**config.mk**
```make
export PLATFORM = sky130hd
export DESIGN_NAME = fpsu_top
export DESIGN_NICKNAME = d
export VERILOG_FILES = /design/src/rtl/fpsu_pkg.sv /design/src/rtl/fpsu_decode.sv /design/src/rtl/fpsu_status.sv /design/src/rtl/fpsu_cond.sv /design/src/rtl/fpsu_top.sv
export SDC_FILE = /design/constraint.sdc
export NUM_CORES = 1
export LEC_CHECK = 0
export BUFFER_PORTS_ARGS = -buffer_cell sky130_fd_sc_hd__buf_2
export CAP_MARGIN = 20
export CORE_ASPECT_RATIO = 1.5
export CORE_UTILIZATION = 40
export DETAILED_ROUTE_END_ITERATION = 10
export PLACE_DENSITY = 0.67
export SLEW_MARGIN = 20
export SYNTH_ARGS = -nofsm -noshare
export SYNTH_HDL_FRONTEND = slang
export SYNTH_HIERARCHICAL = 1
export SYNTH_SLANG_ARGS = --single-unit
```
**constraint.sdc**
```tcl
create_clock -name clk -period 6.8 [get_ports clk]
set_input_delay 2.04 -clock clk [delete_from_list [all_inputs] [get_ports clk]]
set_output_delay 2.04 -clock clk [all_outputs]
set_load 0.02 [all_outputs]
```
**src/rtl/fpsu_pkg.sv**
```systemverilog
package fpsu_pkg;
    localparam int NIB_W    = 4;
    localparam int NFIELD   = 8;
    localparam int REG_W    = NIB_W * NFIELD;
    localparam int FLD_W    = $clog2(NFIELD);
    localparam int IDX_W    = $clog2(REG_W);
    localparam logic [REG_W-1:0] READ_PAD = 32'hFFF8_0000;

    typedef enum logic [2:0] {
        OP_NONE = 3'd0,
        OP_BSET = 3'd1,
        OP_BCLR = 3'd2,
        OP_NIMM = 3'd3,
        OP_NMSK = 3'd4,
        OP_MVCR = 3'd5,
        OP_READ = 3'd6,
        OP_RSV  = 3'd7
    } fpsu_op_e;

    // sticky flags dropped when status nibble f is copied out
    function automatic logic [REG_W-1:0] sticky_clear(input logic [FLD_W-1:0] f);
        logic [REG_W-1:0] m;
        m = '0;
        unique case (f)
            3'd0: begin m[31] = 1'b1; m[28] = 1'b1; end
            3'd1: m[27:24] = 4'hF;
            3'd2: m[23:20] = 4'hF;
            3'd3: m[19] = 1'b1;
            3'd5: m[8] = 1'b1;
            default: m = '0;
        endcase
        return m;
    endfunction
endpackage

```
**src/rtl/fpsu_decode.sv**
```systemverilog
module fpsu_decode
    import fpsu_pkg::*;
(
    input  logic                 op_valid,
    input  logic [31:0]          instr,
    output fpsu_op_e             op_eff,
    output logic                 illegal,
    output logic                 rec_en,
    output logic [IDX_W-1:0]     bit_idx,
    output logic [FLD_W-1:0]     fld_dst,
    output logic [FLD_W-1:0]     fld_src,
    output logic [NIB_W-1:0]     imm_val,
    output logic [NFIELD-1:0]    fmask
);
    fpsu_op_e raw_op;
    logic     rsv_hit;

    assign raw_op  = fpsu_op_e'(instr[3:1]);
    assign bit_idx = instr[25:21];
    assign fld_dst = instr[25:23];
    assign fld_src = instr[20:18];
    assign imm_val = instr[15:12];
    assign fmask   = instr[24:17];

    always_comb begin
        unique case (raw_op)
            OP_BSET, OP_BCLR, OP_READ: rsv_hit = |instr[20:11];
            OP_NIMM: rsv_hit = instr[26] | (|instr[22:16]) | instr[11];
            OP_NMSK: rsv_hit = instr[25] | instr[16];
            OP_MVCR: rsv_hit = (|instr[22:21]) | (|instr[17:16]) | (|instr[15:11]);
            default: rsv_hit = 1'b1;
        endcase
    end

    assign illegal = op_valid & rsv_hit;
    assign op_eff  = (op_valid && !rsv_hit) ? raw_op : OP_NONE;
    assign rec_en  = op_valid & ~rsv_hit & instr[0];
endmodule

```
**src/rtl/fpsu_status.sv**
```systemverilog
module fpsu_status
    import fpsu_pkg::*;
(
    input  logic                 clk,
    input  logic                 rst_n,
    input  fpsu_op_e             op_eff,
    input  logic [IDX_W-1:0]     bit_idx,
    input  logic [FLD_W-1:0]     fld_dst,
    input  logic [FLD_W-1:0]     fld_src,
    input  logic [NIB_W-1:0]     imm_val,
    input  logic [NFIELD-1:0]    fmask,
    input  logic [REG_W-1:0]     src_lo,
    input  logic                 arith_valid,
    input  logic [3:0]           arith_flags,
    output logic [REG_W-1:0]     status_q
);
    localparam logic [IDX_W-1:0] TOP_IDX = IDX_W'(REG_W - 1);
    localparam int FLAG_LSB = REG_W - 7;

    logic [REG_W-1:0] we_vec, wd_vec, bit_sel, instr_nx, merged;

    for (genvar i = 0; i < NFIELD; i++) begin : g_nib
        localparam int LSB = (NFIELD - 1 - i) * NIB_W;
        logic sel;
        assign sel = ((op_eff == OP_NIMM) && (fld_dst == FLD_W'(i))) ||
                     ((op_eff == OP_NMSK) && fmask[NFIELD-1-i]);
        assign we_vec[LSB +: NIB_W] = {NIB_W{sel}};
        assign wd_vec[LSB +: NIB_W] = (op_eff == OP_NIMM) ? imm_val : src_lo[LSB +: NIB_W];
    end

    assign bit_sel = REG_W'(1) << (TOP_IDX - bit_idx);

    always_comb begin
        instr_nx = status_q;
        unique case (op_eff)
            OP_BSET:          instr_nx = status_q | bit_sel;
            OP_BCLR:          instr_nx = status_q & ~bit_sel;
            OP_NIMM, OP_NMSK: instr_nx = (status_q & ~we_vec) | (wd_vec & we_vec);
            OP_MVCR:          instr_nx = status_q & ~sticky_clear(fld_src);
            default:          instr_nx = status_q;
        endcase
    end

    always_comb begin
        merged = instr_nx;
        if (arith_valid) begin
            merged = instr_nx | (REG_W'(arith_flags) << FLAG_LSB);
            if (merged != instr_nx) merged[REG_W-1] = 1'b1;
        end
    end

    always_ff @(posedge clk) begin
        if (!rst_n) status_q <= '0;
        else        status_q <= merged;
    end
endmodule

```
**src/rtl/fpsu_cond.sv**
```systemverilog
module fpsu_cond
    import fpsu_pkg::*;
(
    input  logic                 clk,
    input  logic                 rst_n,
    input  fpsu_op_e             op_eff,
    input  logic                 rec_en,
    input  logic [FLD_W-1:0]     fld_dst,
    input  logic [FLD_W-1:0]     fld_src,
    input  logic [REG_W-1:0]     status_q,
    output logic [REG_W-1:0]     cr_q
);
    localparam int REC_HI = REG_W - NIB_W - 1;

    logic [REG_W-1:0] cr_nx;

    always_comb begin
        cr_nx = cr_q;
        if (op_eff == OP_MVCR)
            cr_nx[(NFIELD - 1 - int'(fld_dst)) * NIB_W +: NIB_W] =
                status_q[(NFIELD - 1 - int'(fld_src)) * NIB_W +: NIB_W];
        if (rec_en)
            cr_nx[REC_HI -: NIB_W-1] = '0;
    end

    always_ff @(posedge clk) begin
        if (!rst_n) cr_q <= '0;
        else        cr_q <= cr_nx;
    end
endmodule

```
**src/rtl/fpsu_top.sv**
```systemverilog
module fpsu_top
    import fpsu_pkg::*;
(
    input  logic        clk,
    input  logic        rst_n,
    input  logic        op_valid,
    input  logic [31:0] instr,
    input  logic [63:0] src_op,
    input  logic        arith_valid,
    input  logic [3:0]  arith_flags,
    output logic        op_illegal,
    output logic [31:0] fpscr,
    output logic [31:0] cr,
    output logic [63:0] rd_data
);
    fpsu_op_e            op_eff;
    logic                rec_en;
    logic [IDX_W-1:0]    bit_idx;
    logic [FLD_W-1:0]    fld_dst, fld_src;
    logic [NIB_W-1:0]    imm_val;
    logic [NFIELD-1:0]   fmask;
    logic [REG_W-1:0]    status_q, cr_q;
    logic [2*REG_W-1:0]  rd_q;

    fpsu_decode u_dec (
        .op_valid (op_valid),
        .instr    (instr),
        .op_eff   (op_eff),
        .illegal  (op_illegal),
        .rec_en   (rec_en),
        .bit_idx  (bit_idx),
        .fld_dst  (fld_dst),
        .fld_src  (fld_src),
        .imm_val  (imm_val),
        .fmask    (fmask)
    );

    fpsu_status u_stat (
        .clk         (clk),
        .rst_n       (rst_n),
        .op_eff      (op_eff),
        .bit_idx     (bit_idx),
        .fld_dst     (fld_dst),
        .fld_src     (fld_src),
        .imm_val     (imm_val),
        .fmask       (fmask),
        .src_lo      (src_op[REG_W-1:0]),
        .arith_valid (arith_valid),
        .arith_flags (arith_flags),
        .status_q    (status_q)
    );

    fpsu_cond u_cond (
        .clk      (clk),
        .rst_n    (rst_n),
        .op_eff   (op_eff),
        .rec_en   (rec_en),
        .fld_dst  (fld_dst),
        .fld_src  (fld_src),
        .status_q (status_q),
        .cr_q     (cr_q)
    );

    always_ff @(posedge clk) begin
        if (!rst_n)                rd_q <= '0;
        else if (op_eff == OP_READ) rd_q <= {READ_PAD, status_q};
    end

    assign fpscr   = status_q;
    assign cr      = cr_q;
    assign rd_data = rd_q;
endmodule

```
# Word-level counts from Yosys, hierarchy flattened
# Index checks and enable logic that the tools add are counted.
# Widths: inputs -> output; s select.
totals:
  register_bits: 97
  elab_cells: 119
  out_inout_bits: 129
  in_bits: 104
classes:
  n_reduce_logical: 36
  addsub: 4
  shifts: 4
  n_mux: 27
  bitwise_logic: 20
  n_eq_ne: 24
ops:
  columns: ["op", "n"]
  rows:
  - ["$and 32x32->32", 4]
  - ["$pmux 32 s4", 1]
  - ["$not 32->32", 3]
  - ["$or 32x32->32", 2]
  - ["$mux 4", 12]
  - ["$eq 3x3->1 const B", 11]
  - ["$neg 32->33", 1]
  - ["$shift 4x33->32 const A", 1]
  - ["$shiftx 4x33->32", 1]
  - ["$bwmux 32", 1]
  - ["$mux 32", 1]
  - ["$ne 32x32->1", 1]
  - ["$or 32x29->32", 1]
  - ["$shiftx 32x6->4", 1]
  - ["$shl 1x5->32 const A", 1]
  - ["$eq 3x2->1 const B", 8]
  - ["$logic_and 1x1->1", 17]
  - ["$eq 3x1->1 const B", 4]
  - ["$mux 10", 1]
  - ["$reduce_or 10->1", 1]
  - ["$logic_or 1x1->1", 8]
  - ["$mux 8", 1]
  - ["$reduce_or 2->1", 4]
  - ["$sub 3x3->4 const A", 2]
  - ["other kinds (13)", 27]

# Longest topological paths before layout
# Gate-level depths: netlist (run 1).
depth:
  depth_word: 18
  mapped_depth: 13

# Modules after synthesis
# The synthesis (run 1) kept the hierarchy.
modules_own_cells:
  columns: ["mod", "seq_area_each_um2", "n_inst", "cells_each", "area_each_um2"]
  rows:
  - ["fpsu_status", 640.6, 1, 462, 3081.7]
  - ["fpsu_top", 660.6, 1, 174, 1579.0]
  - ["fpsu_cond", 640.6, 1, 150, 1537.7]
  - ["fpsu_decode", 0.0, 1, 46, 339.1]

# Worst setup path before layout (run 1)
# No wires, ideal clock.
synth_timing:
  kind: "input to output"
  from: "input instr[12]"
  to: "output op_illegal"
  arrival_time_ns: 2.951
  path_slack_ns: 1.809
  n_path_buf: 0
  stages: 4
  cell_sequence: "nor4_2 and4_2 o211ai_1 o21a_1"
synth_via:
  elab_chain_cells: 4
synth_lines:
  columns: ["element", "line", "text"]
  rows:
  - ["from (decl)", "fpsu_top.sv:7", "input logic [31:0] instr,"]
  - ["$reduce_or 5->1", "fpsu_decode.sv:30", "OP_MVCR: rsv_hit = (|instr[22:21]) | (|instr[17:16]) | (|instr[15:11]);"]
  - ["$or 1x1->1", "fpsu_decode.sv:30", null]
  - ["$pmux 1 s4 *", "fpsu_decode.sv:26", "unique case (raw_op)"]
  - ["$and 1x1->1 *", "fpsu_decode.sv:35", "assign illegal = op_valid & rsv_hit;"]
  - ["to (decl)", "fpsu_top.sv:11", "output logic op_illegal,"]
# Every way passes the cells marked *; elsewhere a longest branch is shown, timed or not.

# Final worst setup path (run 1)
layout_timing:
  from: "input instr[18]"
  to: "register u_stat.status_q[6]"
layout_via:
  elab_chain_cells: 16
layout_lines:
  columns: ["element", "line", "text"]
  rows:
  - ["$reduce_or 7->1", "fpsu_decode.sv:28", "OP_NIMM: rsv_hit = instr[26] | (|instr[22:16]) | instr[11];"]
  - ["$or 1x1->1 (2 in series)", "fpsu_decode.sv:28", null]
  - ["$pmux 1 s4 *", "fpsu_decode.sv:26", null]
  - ["$logic_not 1->1 *", "fpsu_decode.sv:36", "assign op_eff = (op_valid && !rsv_hit) ? raw_op : OP_NONE;"]
  - ["$logic_and 1x1->1 *", "fpsu_decode.sv:36", null]
  - ["$mux 3 *", "fpsu_decode.sv:36", null]
  - ["net op_eff[0]", "fpsu_top.sv:16", "fpsu_op_e op_eff;"]
  - ["$eq 3x2->1 or $eq 3x3->1 (tied branches)", null, null]
  - ["$logic_and 1x1->1 (on tied branches)", "fpsu_status.sv:25, fpsu_status.sv:26", null]
  - ["$logic_or 1x1->1", "fpsu_status.sv:25", "assign sel = ((op_eff == OP_NIMM) && (fld_dst == FLD_W'(i))) ||"]
  - ["$not 32->32", "fpsu_status.sv:38", "OP_NIMM, OP_NMSK: instr_nx = (status_q & ~we_vec) | (wd_vec & we_vec);"]
  - ["$and 32x32->32", "fpsu_status.sv:38", null]
  - ["$or 32x32->32", "fpsu_status.sv:38", null]
  - ["$pmux 32 s4 *", "fpsu_status.sv:35", "unique case (op_eff)"]
  - ["$or 32x29->32", "fpsu_status.sv:47", "merged = instr_nx | (REG_W'(arith_flags) << FLAG_LSB);"]
  - ["$mux 32 *", "fpsu_status.sv:46", "if (arith_valid) begin"]
  - ["to (signal assigned)", "fpsu_status.sv:54", "else status_q <= merged;"]
  - ["to (decl)", "fpsu_status.sv:15", "output logic [REG_W-1:0] status_q"]
# Mark *: on every way through the listed nets, which the timed path passes. The rest lies on a longest branch.
# A chain may end at the register's enable or synchronous reset.

==> impl_results.md, run 1 <==
- Status: complete, no violations
- Worst-path clk slew: 70 ps
- Clock Skew: 16.3 ps
- Chip Width: 106 um
- Number of gates resized after cts: 0
- Syn_area_per_cell: 7.86 um2
- Die Ht: 159 um
- Clk_lat worst skew: 360 ps
- Most area-hungry cell type in the Yosys netlist: dfxtp_1
- DPL Wire Length: 15500 um
- Hold Slack: 454 ps
- Die footprint: 16900 um2
- Critical Path RT: 7110 ps
- RSZ-0062 raised after global routing: false
- CP max FO: 20
- Initial antenna violation count: 0
- Routability congestion estimate: 0.937
- WL final: 22300 um
- Finish-stage setup viols: 0
- Share of the yosys chip area belonging to registers: 29.7%
- P per Cell Area: 193 nW/um2
- Synth warn: 6
- CTS sink count: 97
- FFs w/ async S/R, synth: 0%
- Crit share post-route: 81.5%
- Total power after layout: 0.00142 W
- Number of diodes: 0
- Final cell count without fillers: 1126
- DR vias: 6829
- Number of hold buffers added after cts: 0
- Fin crit period: 5540 ps
- Largest net degree at the start of global routing: 68
- Residual DRC count: 0
- WL per Instance: 19.8 um
- P_leak: 2.87 nW
- Post-Synthesis Cells: 832
- Worst Hold Class: reg -> reg
- IO buf count: 169
- TritonCTS buffer count: 9
- Routed Antenna Nets: 0
- Cell variety after synth: 69
- Synth-to-layout area growth: 12.8%
- Global-route usage over all layers: 26.0%
- Top post-synthesis cells by area: dfxtp_1, nand2_1, buf_4, a21oi_1, mux2i_1
- Global-route wire length before repair: 33600 um
- EDFF count, synth: 0
- Root buffer cell: clkbuf_16
- CTS tree: done
- Initial Util: 41.3%
- Placed cell count: 1111
- CP Data Arrival Time: 5850 ps
- GRT Residual Overflow: 0
- Post-synth top area share: 29.7%
- Core area: 15800 um2
- Mapped Area: 6540 um2
- Fin. max-slew vios: 0
- Startpoint Class: primary input
- Number of max-cap violations: 0
- Vias in the first global route: 6109
- Clock buffer depth: 2
- Slew @ Worst Pin: 1090 ps
- Crit Path Class: in -> reg
- Post-synth top flop: dfxtp_1
- Vias per cell: 6.06
- Postcts setup bufs: 0
- Final nets: 1026
- Drt pass-1 iters: 8
- Peak VDD IR: 0.131 mV
- #FFs+latches synth: 97
- H-Tree Depth: 3
- TNS Setup: 0 ps
- Final Hold Vio Count: 0
- Layout cell share with drive strength beyond 1: 24.3%
- Initial detailed-routing violation count: 736
- Fmax: 0.180 GHz
- Kind of end point of the critical path: register
- Row Count: 56
- Relative slew slack: 27.5%
- I/O pin count: 233
-- final timing paths --
check	from	to	slack [ps]	cells past startpoint
worst max-delay path	instr[18]	u_stat/status_q[6]	1260	10
worst min-delay path	rd_data[18]	rd_data[18]	450	2
worst max register to register	u_stat/status_q[13]	u_cond/cr_q[9]	5160	3
worst min register to register	rd_data[18]	rd_data[18]	450	2
-- area by class of cell --
class	instances	area (um2)
clock inverter	5	85.1
timing repair buffer	176	901
fill	1651	8460
sequential	97	1940
multi-input combinational	626	3920
clock buffer	10	239
inverter	9	33.8
tap	203	254
-- report_power, final --
group | leakage [nW] | total [W] | switching, W | internal, W
Sequential | 0.785 | 0.000609 | 0.0000288 | 0.000581
Clock | 0.156 | 0.000567 | 0.000234 | 0.000333
Combinational | 1.93 | 0.000248 | 0.000162 | 0.0000852
Total | 2.87 | 0.00142 | 0.000425 | 0.000999
-- cells in the mapped netlist (6+ instances only) --
library cell  number
a21o_1            11
a21oi_1           80
a221oi_1          37
and2_1             9
and3b_1            6
buf_2             15
buf_4             54
clkbuf_1          38
dfxtp_1           97
inv_1              8
mux2i_1           33
mux4_2             8
nand2_1          120
nand2b_1           8
nand3_1           10
nand4_1            8
nor2_1            54
nor2b_1           12
nor3_1            13
nor3b_1            9
o21a_1            11
o21ai_0           55
o21ai_1           11
o221ai_1           9
o22ai_1           31
-- state kept, by name, summed over array words and instances, names as in the netlist --
| name | flops |
|---|---|
| u_cond/cr_q | 32 |
| rd_data | 33 |
| u_stat/status_q | 32 |
-- per-stage QoR --
| stage | utilization (%) | area (um2) | setup WS (ps) |
|---|---|---|---|
| final | 46.6 | 7370 | 1260 |
| after global routing | 46.6 | 7370 | 977 |
| after CTS | 46.6 | 7370 | 1290 |
| after detailed placement | 44.5 | 7050 | 985 |
| after global placement | 44.5 | 7050 | 1040 |
| after floorplan | - | 6610 | 1810 |
-- layer usage --
metal  routed length, um  part of all wire [%]  global-route usage, %  up-vias
met5                   0                     0                      0        -
met4                1240                   5.6                   15.1        0
met3                1720                   7.7                   4.67       91
met2               11200                    50                   45.3      364
met1                8160                    37                   29.8     3218
li1                    -                     -                      -     3156
-- critical path, cell delays in order --
cell and delay (ps):
buf_2 260, nor4_1 480, a311o_2 280, o2111ai_2 210, nor3b_2 600, nand3b_1 730
nor2_1 390, nand3_1 280, a221oi_1 400, o21a_1 170
-- cell families after synthesis --
| family | count (synthesis) | share of synthesized area (%) |
|---|---|---|
| compound gates | 272 | 26.5 |
| flops | 97 | 29.7 |
| fa+ha+maj | 3 | 0.574 |
| simple gates | 286 | 22.0 |
| buf+inv | 127 | 11.8 |
| xor+xnor | 1 | 0.134 |
| mux | 45 | 9.19 |
| other cells | 1 | 0.0574 |
-- cell usage in the layout, fill, tap and decap left out, types with 3 or more instances in the layout --
master / count
a21o_1: 11
a21oi_1: 80
a221oi_1: 37
a22oi_1: 3
a31oi_1: 3
and2_1: 9
and3b_1: 5
buf_2: 168
buf_4: 8
clkbuf_16: 9
conb_1: 19
dfxtp_1: 97
ha_1: 3
inv_1: 8
mux2i_1: 33
mux2i_4: 4
mux4_2: 8
nand2_1: 120
nand2b_1: 8
nand3_1: 10
nand3b_1: 4
nand4_1: 8
nand4b_1: 3
nor2_1: 53
nor2b_1: 12
nor3_1: 13
nor3b_1: 7
nor3b_2: 4
nor4_1: 4
o21a_1: 11
o21ai_0: 55
o21ai_1: 11
o221ai_1: 9
o22ai_1: 31
o2bb2ai_1: 4
or2_1: 3
or3b_1: 4
No activity file was read; power rests on OpenSTA's default activity.
==> run 2: changes to the inputs <==
- PLACE_DENSITY: 0.67 -> 0.69
- clock period: 6.8 -> 4.82 ns (I/O delays scaled with it)
==> run 2 against run 1 <==
Clock power rose by 50%. Via count grew 0.69%. Die area unchanged. Hold slack gained 1.2 ps. Non-clock buffer count up 18. Design area grew 2.7%. First-iteration DRC count rose by 21%. Register-to-register slack lost 2000 ps. Utilization is 1.3 points higher. Sequential share of layout area is 0.70 points lower. Critical path type is now in -> out. Largest cell class unchanged.
==> impl_results.md, run 2 (synthesis gave the netlist of run 1 again) <==
- Status: complete, no violations
- Vias per cell: 6.01 (-0.98%)
- Core area: 15800 um2 (unchanged)
- WL final: 22100 um (-0.90%)
- Reg2reg setup slack: 3170 ps (-1990 ps)
- Final Hold Vio Count: 0 (unchanged)
- Commonest non-fill, non-tap cell in the layout: buf_2
- Worst Hold Class: reg -> reg
- Global-route wire length before repair: 33200 um (-1.2%)
- IO buf count: 169 (unchanged)
- Multi-input logic area: 3920 um2 (unchanged)
- Reg-to-reg critical path endpoint: u_cond/cr_q[5]
- Final worst slack: 552 ps (-707 ps)
- GRT Residual Overflow: 0 (unchanged)
- Number of max-cap violations: 0 (unchanged)
- DR vias: 6876 (+0.69%)
- Clk_lat worst skew: 350 ps (about the same)
- Kind of end point of the critical path: primary output
- Total power after layout: 0.00207 W (+45%)
- Filler Cell Count: 1602 (-3.0%)
- Finish-stage setup viols: 0 (unchanged)
- CP max FO: 14 (-30%)
- DPL Wire Length: 15700 um (+1.4%)
- Routed Antenna Nets: 0 (unchanged)
- Initial detailed-routing violation count: 892 (+21%)
- Final nets: 1044 (+1.8%)
- Fin crit period: 4270 ps
- Reg-to-reg startpoint: u_stat/status_q[29]
- Peak VDD IR: 0.127 mV (-3.3%)
- Worst Hold End: rd_data[27]
- Synth-to-layout area growth: 15.8%
- Number of hold buffers added after cts: 0 (unchanged)
- Largest net degree at the start of global routing: 62 (-8.8%)
- Slew @ Worst Pin: 951 ps (-137 ps)
- Commonest cells after routing, fill and taps aside: buf_2, nand2_1, dfxtp_1
- Clock network power share: 41.0% (+1.2 points)
- Chip Width: 106 um (unchanged)
- Hold Startpoint: rd_data[27]
- Register area: 1940 um2 (unchanged)
- RSZ-0062 raised after global routing: false
- P_int: 0.00147 W (+47%)
- CTS tree: done
- Row Count: 56 (unchanged)
- Worst-path clk slew: 60 ps (about the same)
- WL per Instance: 19.3 um (-2.5%)
- Reg power frac: 41.5% (-1.3 points)
- Residual DRC count: 0 (unchanged)
- P_leak: 2.98 nW (+4.0%)
- Vias in the first global route: 6279 (+2.8%)
- Worst slack at placement: 323 ps (-662 ps)
- Relative slew slack: 36.6% (+9.1 points)
- Crit share post-route: 88.5%
- TritonCTS buffer count: 9 (unchanged)
- P_sw: 0.000595 W (+40%)
- Largest register FFs: 33 (unchanged)
- I/O pin count: 233 (unchanged)
- Hold Path Cell Cnt: 2 (unchanged)
- Worst reg-to-reg path cell count: 3 (unchanged)
- CP Data Arrival Time: 2820 ps (-3030 ps)
- Initial Util: 41.3% (unchanged)
- Fmax: 0.234 GHz
- Routability congestion estimate: 0.963 (+2.7%)
- Critical Path RT: 3370 ps (-3740 ps)
- Clock buffer depth: 2 (unchanged)
- Root buffer cell: clkbuf_16
- Number of gates resized after cts: 0 (unchanged)
- TNS Setup: 0 ps (unchanged)
- H-Tree Depth: 3 (unchanged)
- Drt pass-1 iters: 6 (-2)
- Initial antenna violation count: 0 (unchanged)
- Layout cell share with drive strength beyond 1: 25.8% (+1.5 points)
- Combinational share of power: 17.5% (about the same)
- CTS sink count: 97 (unchanged)
- Final cell count without fillers: 1145 (+1.7%)
- Fin. max-slew vios: 0 (unchanged)
- Sw Ratio: 28.8% (-1.1 points)
- Die footprint: 16900 um2 (unchanged)
- Placed cell count: 1129 (+1.6%)
- Postcts setup bufs: 0 (unchanged)
- Number of diodes: 0 (unchanged)
- Die Ht: 159 um (unchanged)
- Global-route usage over all layers: 25.4% (-0.67 points)
- Crit Path Class: in -> out
- P per Cell Area: 273 nW/um2 (+41%)
- Final Instance Area: 7570 um2 (+2.7%)
- DP Area: 7220 um2 (+2.4%)
- Clock Skew: 9.14 ps (-7.11 ps)
- Startpoint Class: primary input
## run 2: cell count changes in the layout (fill, tap and decap cells not counted)
cell	change
clkinvlp_4	-1
inv_6	-1
bufinv_16	+1
clkinv_2	+1
clkinv_4	+1
buf_12	+3
buf_4	+15
## run 2: critical path, cell delays in order
cell and delay, ps:
buf_2 200, nor4_1 440, nand3_1 120, and4bb_2 280, o21a_1 180, buf_2 150
## run 2: per-stage QoR
stage          utilization, %  hold slack (ps)
2_1_floorplan               -              532
3_3_place_gp             45.6              440
3_5_place_dp             45.6              444
4_1_cts                  47.8              459
5_1_grt                  47.8              475
6_report                 47.8              455
## run 2: final cells by class
cell class / instances / share of cell area, %
clock buffers: 10 / 3.16
well taps: 203 / 3.35
repair buffers: 194 / 14.2
inverters: 9 / 0.446
multi-input cells: 626 / 51.7
flip-flops and latches: 97 / 25.6
clock inverters: 6 / 1.49
## run 2: power groups by stage
stage	registers (W)	logic (W)	clock network [W]
after floorplan	0.000879	0.000248	0
after global routing	0.000859	0.000390	0.000889
after CTS	0.000857	0.000356	0.000860
final	0.000857	0.000362	0.000848
after detailed placement	0.000875	0.000354	0
after global placement	0.000875	0.000350	0
## run 2: metal layers
metal / GRT usage (%) / wire length (um) / share of wire [%] / vias up
met1: 27.8 / 8190 / 37 / 3169
li1: - / - / - / 3191
met4: 15.1 / 1320 / 6.0 / 0
met5: 0 / 0 / 0 / -
met2: 45.3 / 11000 / 50 / 406
met3: 4.79 / 1590 / 7.2 / 110
## run 2: worst max path at each step
stage	cells after the start	slack, ps	startpoint	endpoint
finish	6	550	instr[21]	op_illegal
floorplan	10	730	instr[12]	u_stat/status_q[31]
global placement	13	360	instr[21]	u_stat/status_q[31]
global route	13	400	instr[21]	u_stat/status_q[31]
detailed placement	13	320	instr[21]	u_stat/status_q[31]
CTS	6	590	instr[21]	op_illegal
==> run 3: changes to the inputs <==
- CELL_PAD_IN_SITES_DETAIL_PLACEMENT: unset -> 1
- CELL_PAD_IN_SITES_GLOBAL_PLACEMENT: unset -> 1
- CORE_UTILIZATION: 40 -> 33
- PLACE_DENSITY: 0.69 -> unset
- PLACE_DENSITY_LB_ADDON: unset -> 0.1
==> run 3 against run 2 <==
Design area is 1.2% higher. Combinational power increased by 4%. Worst setup slack worse by 43 ps. Largest cell class unchanged.
==> impl_results.md, run 3 (synthesis gave the netlist of run 1 again) <==
- Core area: 19300 um2 (+22%)
- Number of diodes: 0 (unchanged)
- Postcts setup bufs: 0 (unchanged)
- Crit share post-route: 89.4% (+0.89 points)
- Number of max-cap violations: 0 (unchanged)
- Worst Hold Class: reg -> reg
- Total power after layout: 0.00198 W (-4.2%)
- DR vias: 6939 (+0.92%)
- Clock Skew: 11.3 ps (+2.14 ps)
- Number of gates resized after cts: 0 (unchanged)
- P_int: 0.00133 W (-9.7%)
- Global-route wire length before repair: 40400 um (+22%)
- Fmax: 0.232 GHz (-0.99%)
- I/O pin count: 233 (unchanged)
- Final nets: 1055 (+1.1%)
- Clk_lat worst skew: 360 ps (about the same)
- Worst slack at placement: 167 ps (-156 ps)
- Global-route usage over all layers: 26.4% (+0.98 points)
- CP Data Arrival Time: 4530 ps (+1710 ps)
- Critical Path RT: 5040 ps (+1670 ps)
- Fin. max-slew vios: 0 (unchanged)
- Root buffer cell: clkbuf_16
- WL per Instance: 21.8 um (+13%)
- Initial antenna violation count: 0 (unchanged)
- Vias per cell: 5.74 (-4.4%)
- Routed Antenna Nets: 0 (unchanged)
- Chip Width: 117 um (+9.9%)
- Vias in the first global route: 7074 (+13%)
- Largest register FFs: 33 (unchanged)
- Sw Ratio: 32.9% (+4.1 points)
- Row Count: 62 (+11%)
- CTS sink count: 97 (unchanged)
- Relative slew slack: 33.8% (-2.7 points)
- Layout cell share with drive strength beyond 1: 26.7% (+0.86 points)
- Final Hold Vio Count: 0 (unchanged)
- Commonest non-fill, non-tap cell in the layout: buf_2
- Number of hold buffers added after cts: 0 (unchanged)
- GRT Residual Overflow: 0 (unchanged)
- RSZ-0062 raised after global routing: false
- Peak VDD IR: 0.147 mV (+16%)
- Commonest cells after routing, fill and taps aside: buf_2, nand2_1, dfxtp_1
- DPL Wire Length: 19200 um (+22%)
- TNS Setup: 0 ps (unchanged)
- Die footprint: 20400 um2 (+21%)
- Final worst slack: 509 ps (-42.8 ps)
- Crit Path Class: in -> reg
- P_leak: 3.01 nW (+0.95%)
- Slew @ Worst Pin: 991 ps (+40.7 ps)
- Die Ht: 174 um (+10%)
- Combinational share of power: 19.1% (+1.6 points)
- Kind of end point of the critical path: register
- Fin crit period: 4310 ps (+42.8 ps)
- Status: complete, no violations
- Drt pass-1 iters: 7 (+1)
- CTS tree: done
- Worst-path clk slew: 80 ps (+20 ps)
- Finish-stage setup viols: 0 (unchanged)
- P_sw: 0.000650 W (+9.3%)
- WL final: 26400 um (+19%)
- Clock buffer depth: 2 (unchanged)
- Residual DRC count: 0 (unchanged)
- CP max FO: 14 (unchanged)
- DP Area: 7340 um2 (+1.6%)
- IO buf count: 169 (unchanged)
- TritonCTS buffer count: 9 (unchanged)
- Routability congestion estimate: 0.887 (-7.8%)
- Synth-to-layout area growth: 17.2%
- Startpoint Class: primary input
- Largest net degree at the start of global routing: 111 (+79%)
- Initial Util: 33.8% (-7.4 points)
- Clock network power share: 37.3% (-3.7 points)
- Final Instance Area: 7660 um2 (+1.2%)
- Initial detailed-routing violation count: 459 (-49%)
- Reg power frac: 43.6% (+2.1 points)
- P per Cell Area: 258 nW/um2 (-5.4%)
- H-Tree Depth: 3 (unchanged)
==> run 3: changes by cell type in the layout (fill, tap and decap cells not counted), moves of 2 or more <==
cell	delta
bufinv_16	-3
clkinvlp_4	+2
buf_4	+12
buf_12	-2
==> run 3: power groups by stage <==
stage | clock network (W) | logic [W] | registers, W
CTS | 0.000757 | 0.000374 | 0.000862
detailed placement | 0 | 0.000372 | 0.000881
global route | 0.000792 | 0.000409 | 0.000865
global placement | 0 | 0.000363 | 0.000880
floorplan | 0 | 0.000248 | 0.000879
finish | 0.000739 | 0.000378 | 0.000862
==> run 3: per-stage QoR <==
step / utilization (%) / hold slack (ps) / cells
2_1_floorplan: - / 532 / 850
3_3_place_gp: 38.0 / 441 / 1192
3_5_place_dp: 38.0 / 446 / 1192
4_1_cts: 39.5 / 465 / 1208
5_1_grt: 39.7 / 482 / 1209
6_report: 39.7 / 461 / 1209
==> run 3: area by class of cell <==
type,count,area [um2]
Tap cell,256,320
Sequential cell,97,1940
Inverter,9,33.8
Clock buffer,10,239
Multi-Input combinational cell,626,3920
Timing Repair Buffer,205,1150
Fill cell,2414,11700
Clock inverter,6,60.1
==> run 3: worst max-delay path, cell delays in order <==
cell       delay (ps)
buf_2             200
nor4_1            460
a31o_2            250
o2111ai_2         220
nor3b_2           410
nor3b_4           490
a22oi_1           240
a211oi_2          350
nor4_2             90
a311oi_1          250
nand3_1           130
==> run 3: path summary, 6_finish.rpt <==
check / slack (ps) / endpoint / start / depth (start not counted)
max: 510 / u_stat/status_q[31] / instr[21] / 11
max reg2reg: 3100 / u_cond/cr_q[31] / u_stat/status_q[19] / 4
min: 460 / rd_data[25] / rd_data[25] / 2
min reg2reg: 460 / rd_data[25] / rd_data[25] / 2
==> run 3: metal layers <==
| metal | up-vias | track usage (%) | routed length, um |
|---|---|---|---|
| li1 | 3209 | - | - |
| met1 | 3432 | 29.1 | 10200 |
| met2 | 232 | 48.0 | 13900 |
| met3 | 66 | 3.00 | 1020 |
| met4 | 0 | 14.1 | 1210 |
| met5 | - | 0 | 0 |
